$ cat config.mk
export PLATFORM = sky130hd
export DESIGN_NAME = dcl_adder
export DESIGN_NICKNAME = d
export VERILOG_FILES = /design/src/rtl/dcl_pkg.sv /design/src/rtl/dcl_chain.sv /design/src/rtl/dcl_recover.sv /design/src/rtl/dcl_slice.sv /design/src/rtl/dcl_adder.sv
export SDC_FILE = /design/constraint.sdc
export NUM_CORES = 1
export LEC_CHECK = 0
export BUFFER_PORTS_ARGS = -buffer_cell sky130_fd_sc_hd__buf_2
export CAP_MARGIN = 20
export CORE_UTILIZATION = 47
export DETAILED_ROUTE_END_ITERATION = 8
export GPL_TIMING_DRIVEN = 0
export PLACE_DENSITY = 0.95
export SLEW_MARGIN = 30
export SYNTH_ARGS = -nofsm -noshare
export SYNTH_HDL_FRONTEND = slang
export SYNTH_SLANG_ARGS = --single-unit
$ cat constraint.sdc
create_clock -name vclk -period 4.3
set_input_delay 0.645 -clock vclk [all_inputs]
set_output_delay 0.645 -clock vclk [all_outputs]
set_load 0.05 [all_outputs]
$ cat src/rtl/dcl_pkg.sv
package dcl_pkg;
  // width of one adder slice; each slice holds two chains of half this length
  localparam int SLICE_W   = 8;
  localparam int CHAIN_LEN = SLICE_W / 2;
endpackage

$ cat src/rtl/dcl_chain.sv
// Four-term look-ahead network producing pseudo-carries for one parity class.
// Output k is the OR over j<=k of (grp_g[j] AND grp_p[j+1..k]) plus the seed
// term (seed AND grp_p[0..k]), written in flattened sum-of-products form.
module dcl_chain #(
  parameter int LEN = 4
) (
  input  logic [LEN-1:0] grp_g_i,
  input  logic [LEN-1:0] grp_p_i,
  input  logic           seed_i,
  output logic [LEN-1:0] h_o
);

  always_comb begin
    logic acc;
    logic term;
    for (int k = 0; k < LEN; k++) begin
      acc = 1'b0;
      for (int j = 0; j <= k; j++) begin
        term = grp_g_i[j];
        for (int m = j + 1; m <= k; m++) begin
          term = term & grp_p_i[m];
        end
        acc = acc | term;
      end
      term = seed_i;
      for (int m = 0; m <= k; m++) begin
        term = term & grp_p_i[m];
      end
      h_o[k] = acc | term;
    end
  end

  // each flattened output must agree with a single recursive step
  for (genvar k = 0; k < LEN; k++) begin : g_rec
    logic prev_h;
    if (k == 0) begin : g_base
      assign prev_h = seed_i;
    end else begin : g_step
      assign prev_h = h_o[k-1];
    end
    always_comb begin

      chain_recur_chk: assert (h_o[k] == (grp_g_i[k] | (grp_p_i[k] & prev_h)))
        else $error("pseudo-carry %0d breaks recursion", k);
    end
  end

endmodule

$ cat src/rtl/dcl_recover.sv
// Turns pseudo-carries back into true carries and sum bits (2:1 select per bit).
module dcl_recover #(
  parameter int W = 8
) (
  input  logic [W-1:0] p_i,
  input  logic [W-1:0] t_i,
  input  logic [W-1:0] h_i,
  input  logic         cin_i,
  output logic [W-1:0] sum_o,
  output logic [W-1:0] carry_o,
  output logic         cout_o
);

  assign carry_o = t_i & h_i;
  assign cout_o  = carry_o[W-1];

  for (genvar i = 0; i < W; i++) begin : g_sum
    if (i == 0) begin : g_lsb
      assign sum_o[i] = p_i[i] ^ cin_i;
    end else begin : g_upper
      logic flip;
      assign flip     = p_i[i] ^ t_i[i-1];
      assign sum_o[i] = h_i[i-1] ? flip : p_i[i];
    end
  end

endmodule

$ cat src/rtl/dcl_slice.sv
// One 8-bit slice: bit terms, pair-grouped terms, even and odd chains, recovery.
module dcl_slice #(
  parameter int W = 8
) (
  input  logic [W-1:0] a_i,
  input  logic [W-1:0] b_i,
  input  logic         cin_i,
  output logic [W-1:0] sum_o,
  output logic         cout_o,
  output logic [W-1:0] carry_o
);

  localparam int HALF = W / 2;

  logic [W-1:0] gen_b, orp_b, xop_b;
  logic [W-1:0] grp_g, grp_p;
  logic [W-1:0] h;
  logic [HALF-1:0] ev_g, ev_p, ev_h;
  logic [HALF-1:0] od_g, od_p, od_h;

  assign gen_b = a_i & b_i;
  assign orp_b = a_i | b_i;
  assign xop_b = a_i ^ b_i;

  // pair terms: below bit 0 the generate is the carry-in, the OR-propagate is 1
  for (genvar i = 0; i < W; i++) begin : g_pair
    if (i == 0) begin : g_b0
      assign grp_g[i] = gen_b[i] | cin_i;
      assign grp_p[i] = 1'b0;
    end else if (i == 1) begin : g_b1
      assign grp_g[i] = gen_b[i] | gen_b[i-1];
      assign grp_p[i] = xop_b[i] & xop_b[i-1];
    end else begin : g_bn
      assign grp_g[i] = gen_b[i] | gen_b[i-1];
      assign grp_p[i] = xop_b[i] & xop_b[i-1] & orp_b[i-2];
    end
  end

  for (genvar k = 0; k < HALF; k++) begin : g_split
    assign ev_g[k]     = grp_g[2*k];
    assign ev_p[k]     = grp_p[2*k];
    assign od_g[k]     = grp_g[2*k+1];
    assign od_p[k]     = grp_p[2*k+1];
    assign h[2*k]      = ev_h[k];
    assign h[2*k+1]    = od_h[k];
  end

  // even chain: carry-in already folded into its first pair term
  dcl_chain #(.LEN(HALF)) u_even (
    .grp_g_i (ev_g),
    .grp_p_i (ev_p),
    .seed_i  (1'b0),
    .h_o     (ev_h)
  );

  dcl_chain #(.LEN(HALF)) u_odd (
    .grp_g_i (od_g),
    .grp_p_i (od_p),
    .seed_i  (cin_i),
    .h_o     (od_h)
  );

  dcl_recover #(.W(W)) u_rec (
    .p_i     (xop_b),
    .t_i     (orp_b),
    .h_i     (h),
    .cin_i   (cin_i),
    .sum_o   (sum_o),
    .carry_o (carry_o),
    .cout_o  (cout_o)
  );

  always_comb begin

    slice_sum_chk: assert ({cout_o, sum_o} ==
                           ({1'b0, a_i} + {1'b0, b_i} + {{W{1'b0}}, cin_i}))
      else $error("slice sum mismatch");

    pair_excl_chk: assert ((grp_g & grp_p) == '0)
      else $error("pair generate and propagate overlap");

    slice_cout_chk: assert (cout_o == (gen_b[W-1] | (xop_b[W-1] & carry_o[W-2])))
      else $error("slice carry-out inconsistent");

    gen_kill_chk: assert (((gen_b & ~carry_o) == '0) && ((~orp_b & carry_o) == '0))
      else $error("generate or kill bit ignored");
  end

endmodule

$ cat src/rtl/dcl_adder.sv
// WIDTH-bit adder built by rippling slice carries.
module dcl_adder
  import dcl_pkg::*;
#(
  parameter int WIDTH = 64
) (
  input  logic [WIDTH-1:0] a_i,
  input  logic [WIDTH-1:0] b_i,
  input  logic             cin_i,
  output logic [WIDTH-1:0] sum_o,
  output logic             cout_o,
  output logic [WIDTH-1:0] carry_o
);

  localparam int NSLICE = WIDTH / SLICE_W;

  if ((WIDTH % SLICE_W) != 0 || WIDTH < SLICE_W) begin : g_bad_width
    $error("dcl_adder: WIDTH must be a positive multiple of the slice width");
  end

  for (genvar k = 0; k < NSLICE; k++) begin : g_slc
    logic cin_k;
    logic cout_k;
    if (k == 0) begin : g_first
      assign cin_k = cin_i;
    end else begin : g_next
      assign cin_k = g_slc[k-1].cout_k;
    end
    dcl_slice #(.W(SLICE_W)) u_slice (
      .a_i     (a_i[k*SLICE_W +: SLICE_W]),
      .b_i     (b_i[k*SLICE_W +: SLICE_W]),
      .cin_i   (cin_k),
      .sum_o   (sum_o[k*SLICE_W +: SLICE_W]),
      .cout_o  (cout_k),
      .carry_o (carry_o[k*SLICE_W +: SLICE_W])
    );
  end

  assign cout_o = g_slc[NSLICE-1].cout_k;

  always_comb begin

    total_sum_chk: assert ({cout_o, sum_o} ==
                           ({1'b0, a_i} + {1'b0, b_i} + {{WIDTH{1'b0}}, cin_i}))
      else $error("cascade sum mismatch");
  end

endmodule

Word level (Yosys, flattened, before mapping)
Index checks and enable logic that the tools add are counted.
Word-level totals
  bits in read-only memories: 0
  word-level logic and storage cells: 576
  bits in latches: 0
  memories kept: 0
  output and inout port bits: 129
  input bits: 129
  bits in registers: 0
  memory bits (writable): 0
Operators by class
  shift-type cells: 0
  bitwise logic cells: 520
  eq/ne operators: 0
  div/mod/pow operators: 0
  mux-type cells: 56
  reduce and logical (&&, ||, !) cells: 0
  magnitude comparators: 0
  $add $sub $neg: 0
  multiply operators: 0
Operators by type and width (number)
  1-bit bitwise AND: 232
  1-bit OR: 192
  8-bit bitwise AND: 16
  8-bit OR: 8
  1-bit XOR: 64
  8-bit XOR: 8
  1-bit 2-to-1 mux: 56

Depth between registers and ports, before layout
  depth after elaboration: 67
  gate-level depth with buffers: 13
  mapped depth without buffers: 12

By module
Synthesis repeated with hierarchy kept, for this count alone.
Second synthesis, totals
  cell total of the unflattened synthesis: 712
  area total of the unflattened synthesis: 5845.6 um2
By module, submodules not included
  dcl_slice: cells an instance 56, seq. area each 0.0 um2, area an instance 410.4 um2, times used 8
  dcl_recover: cells an instance 17, seq. area each 0.0 um2, area an instance 197.7 um2, times used 8
  dcl_chain: cells an instance 8, seq. area each 0.0 um2, area an instance 61.3 um2, times used 16

Least setup slack after synthesis
No wires, ideal clock.
  kind: input -> output
  from: in a_i[1]
  to: out sum_o[15]
  required time: 3.655 ns
  arrival time: 4.837 ns
  stages on the path: 12
  path buffers: 0
  path slack: -1.182 ns
  cell sequence: inv_1 -> ha_1 -> a311oi_1 -> or4_4 -> a21oi_4 -> a311o_2 -> a21oi_1 -> or3_4 -> a311oi_4 -> a311oi_1 -> nor2_2 -> xor2_1
Between the ends
  word-level cells in the longest chain between the ends: 18
  elaborated cells on any way between the ends: 26
  those cells by class: 1 x mux; 25 x bitwise
Ends and longest elaborated chain
  from (decl): RTL line dcl_adder.sv:7  | input logic [WIDTH-1:0] a_i,
  8-bit bitwise AND / 8-bit OR (equally long branches): RTL line dcl_slice.sv:21, dcl_slice.sv:22
  1-bit OR / 1-bit bitwise AND (equally long branches): RTL line dcl_slice.sv:31, dcl_slice.sv:35
  1-bit bitwise AND (3 in series): RTL line dcl_chain.sv:21  | term = term & grp_p_i[m];
  1-bit OR (3 in series): RTL line dcl_chain.sv:23  | acc = acc | term;
  1-bit OR *: RTL line dcl_chain.sv:29  | h_o[k] = acc | term;
  8-bit bitwise AND *: RTL line dcl_recover.sv:14  | assign carry_o = t_i & h_i;
  1-bit OR *: RTL line dcl_slice.sv:28  | assign grp_g[i] = gen_b[i] | cin_i;
  1-bit bitwise AND * (3 in series): RTL line dcl_chain.sv:21
  1-bit OR * (3 in series): RTL line dcl_chain.sv:23
  1-bit 2-to-1 mux *: RTL line dcl_recover.sv:23  | assign sum_o[i] = h_i[i-1] ? flip : p_i[i];
  to (decl): RTL line dcl_adder.sv:10  | output logic [WIDTH-1:0] sum_o,
Every way passes the cells marked *; elsewhere a longest branch is shown, timed or not.

Worst setup path after layout
  from: in a_i[10]
  to: out sum_o[60]
Between the ends
  word-level cells in the longest chain between the ends: 45
  elaborated cells on any way between the ends: 52
  those cells by class: 1 x mux; 51 x bitwise
Ends and longest elaborated chain
  8-bit XOR: RTL line dcl_slice.sv:23  | assign xop_b = a_i ^ b_i;
  1-bit bitwise AND (2 in series): RTL line dcl_slice.sv:35  | assign grp_p[i] = xop_b[i] & xop_b[i-1] & orp_b[i-2];
  1-bit bitwise AND (3 in series): RTL line dcl_chain.sv:21
  1-bit OR (3 in series): RTL line dcl_chain.sv:23
  1-bit OR *: RTL line dcl_chain.sv:29
  8-bit bitwise AND *: RTL line dcl_recover.sv:14
  1-bit bitwise AND * (4 in series): RTL line dcl_chain.sv:27  | term = term & grp_p_i[m];
  1-bit OR *: RTL line dcl_chain.sv:29
  [18 not listed]
  8-bit bitwise AND *: RTL line dcl_recover.sv:14
  net g_slc[5].cout_k: RTL line dcl_adder.sv:23  | logic cout_k;
  1-bit bitwise AND * (4 in series): RTL line dcl_chain.sv:27
  1-bit OR *: RTL line dcl_chain.sv:29
  8-bit bitwise AND *: RTL line dcl_recover.sv:14
  1-bit bitwise AND * (2 in series): RTL line dcl_chain.sv:27
  1-bit OR *: RTL line dcl_chain.sv:29
  1-bit 2-to-1 mux *: RTL line dcl_recover.sv:23
Mark *: on every way through the listed nets, which the timed path passes. The rest lies on a longest branch.

==> impl_metrics.ini <==
[die]
ios = 258
design.core.area_sq_um = 9284
rows = 35
die-area_sq_um = 10010
die_h_um = 100.1
start_util_pct = 48.68
die_w_um = 100.1

[finish]
area_growth_pct = 61.77
seq_area_sq_um = 0
n_sequential_cell = 0
final_util_pct = 78.75
nets = 1179
drive_above_1_share_pct = 48.03
finalInstanceArea_sq_um = 7311
diodes = 0
nClkBuffers = 0

[synthesis]
synthTopCellsByArea = ha_1 35%, inv_1 12%, xor2_1 9.9%, nor2_1 6.6%, fa_1 3.5%
synth.distinct_cells = 59
synth_seq_area_share_pct = 0
yosysWarnings = 0
synth.largest_area_cell = ha_1
synth_nets = 893
netlist_instances = 628
synthesis.area_sq_um = 4519
synth_top_area_share_pct = 35.44
avgSynthCellArea_sq_um = 7.196

[timing]
maxSlewViolCount = 0
slew_headroom_pct = 36.35
grt_setup_unrepaired = true
worst_pin_slew_ns = 0.9306
period_share_pct = 99.81
fin_hold_ws_ns = 1.775
setup_viol = 0
fmax_ghz = 0.2330
final-hold-violation-count = 0
period_needed_ns = 4.292
setup_slack_ns = 0.008109

[global_route]
grt_max_degree = 6
grt_first_pass_wirelength_um = 24500
antenna_found_initial = 0
grt_pass1_vias = 5412
grt_util_all_layers_pct = 29.96
grt_remaining_overflow = 0

[clock_network]
hold_buffers = 0

[run]
cap_violations = 0

[placed_design]
portBuffers = 258
dp_hpwl_um = 13520
place.gp.congestion = 0.9444
place_area_sq_um = 6775
pre_cts_ws_ns = -0.3963

[routing]
first_pass_iters = 4
wl_per_cell_um = 15.39
vias = 5490
ant_nets = 0
routed.top_layer = met4
viasPerCell = 5.274
wl_met2_um = 8678
remaining_drc_errors = 0
route.met3.wl_um = 1147
routed_wl_um = 16030
drt-met1-wl_um = 5487
drt-initial-drc-count = 134

[min_path]
whs_endpoint = sum_o[56]
hp-class = input port to output pin
worstHoldStart = b_i[56]
whs_path_depth = 3

[power_and_ir_drop]
power_density_nw_per_um2 = 240.6
peakVddDrop_mv = 0.2475
finalPower_mw = 1.759
power_leakage_nw = 3.959

[setup_path]
crit_path_start_kind = input port
endpoint_kind = output pin
critPathArrivalTime_ns = 3.65
crit_fanout = 4
worstPathRequired_ns = 3.65
path_class = input port to output pin

[status]
status = complete, no violations
[repair_timing]
item	4_1_cts	5_1_grt
setup endpoints to repair	25	20
buffers inserted	11	15
pin swaps	15	27
resized for setup	37	35
[placed cells by master (no fill, tap or decap), types with 18 or more instances in the layout]
cell type and count:
buf_2 237, inv_1 128, ha_1 104, nor2_1 69
buf_4 41, nand2_1 33, xor2_1 26, ha_4 22
nand3b_1 19, xor2_2 18
[power by group]
group          leakage (nW)  internal (mW)  switching (mW)
registers                 0              0               0
logic                  3.96          0.532            1.23
clock network             0              0               0
[cells in the mapped netlist, types with 4 or more instances]
cell / instances
a211oi_1: 5
a21o_1: 4
a21oi_1: 20
a21oi_2: 5
a311oi_1: 9
buf_4: 8
fa_1: 8
ha_1: 128
inv_1: 143
nand2_1: 35
nand3_1: 8
nand3b_1: 19
nor2_1: 79
nor2b_1: 5
nor3_1: 16
nor4_1: 6
o21ai_1: 9
o31ai_1: 4
xnor2_1: 4
xor2_1: 51
[through the flow]
step | setup TNS [ns] | instances
after floorplan | -2.387 | 628
after global routing | -0.1482 | 1041
after CTS | -0.04126 | 1026
after global placement | -2.790 | 1015
after detailed placement | -3.212 | 1015
final | 0 | 1041
[layout make-up]
| class | instances | area [sq um] |
|---|---|---|
| fillers | 638 | 1973 |
| well taps | 129 | 161.4 |
| inverters | 143 | 561.8 |
| plain buffers | 8 | 60.06 |
| multi-input cells | 477 | 4943 |
| repair buffers | 284 | 1584 |
[critical path, stage by stage]
cell	delay [ns]
buf_2	0.10
inv_1	0.07
ha_4	0.28
nand3b_1	0.14
or4_4	0.51
a21o_4	0.23
a21oi_4	0.14
o211ai_1	0.16
buf_4	0.20
nand2_2	0.08
a31o_4	0.20
nand3_1	0.19
a21oi_4	0.26
xor2_4	0.16
buf_2	0.28
[per-layer routing]
layer,up-vias,track usage [%]
li1,2600,-
met1,2570,30.18
met2,255,60.48
met3,65,4.944
met4,0,11.82
met5,-,0
[worst max path at each step]
| stage | start | endpoint | slack, ns | depth (start not counted) |
|---|---|---|---|---|
| after global routing | a_i[19] | sum_o[63] | -0.05 | 14 |
| after detailed placement | b_i[23] | sum_o[39] | -0.40 | 14 |
| final | a_i[10] | sum_o[60] | 0.008 | 15 |
| after floorplan | a_i[3] | sum_o[15] | -0.66 | 12 |
| after CTS | a_i[0] | sum_o[39] | -0.02 | 14 |
| after global placement | a_i[23] | sum_o[39] | -0.39 | 14 |
[kinds of logic (layout without fill, tap and decap cells)]
kind of cell	Yosys count	in the layout	synth area share, %
xor gates and xnor gates	55	55	10.66
muxes	1	1	0.2215
and+or+nand+nor	191	191	20.57
buffers and inverters	151	435	13.21
adders and majority gates	136	136	38.98
AOI/OAI and AO/OA	94	94	16.36
Note: power is estimated with default switching activity, not from simulation.
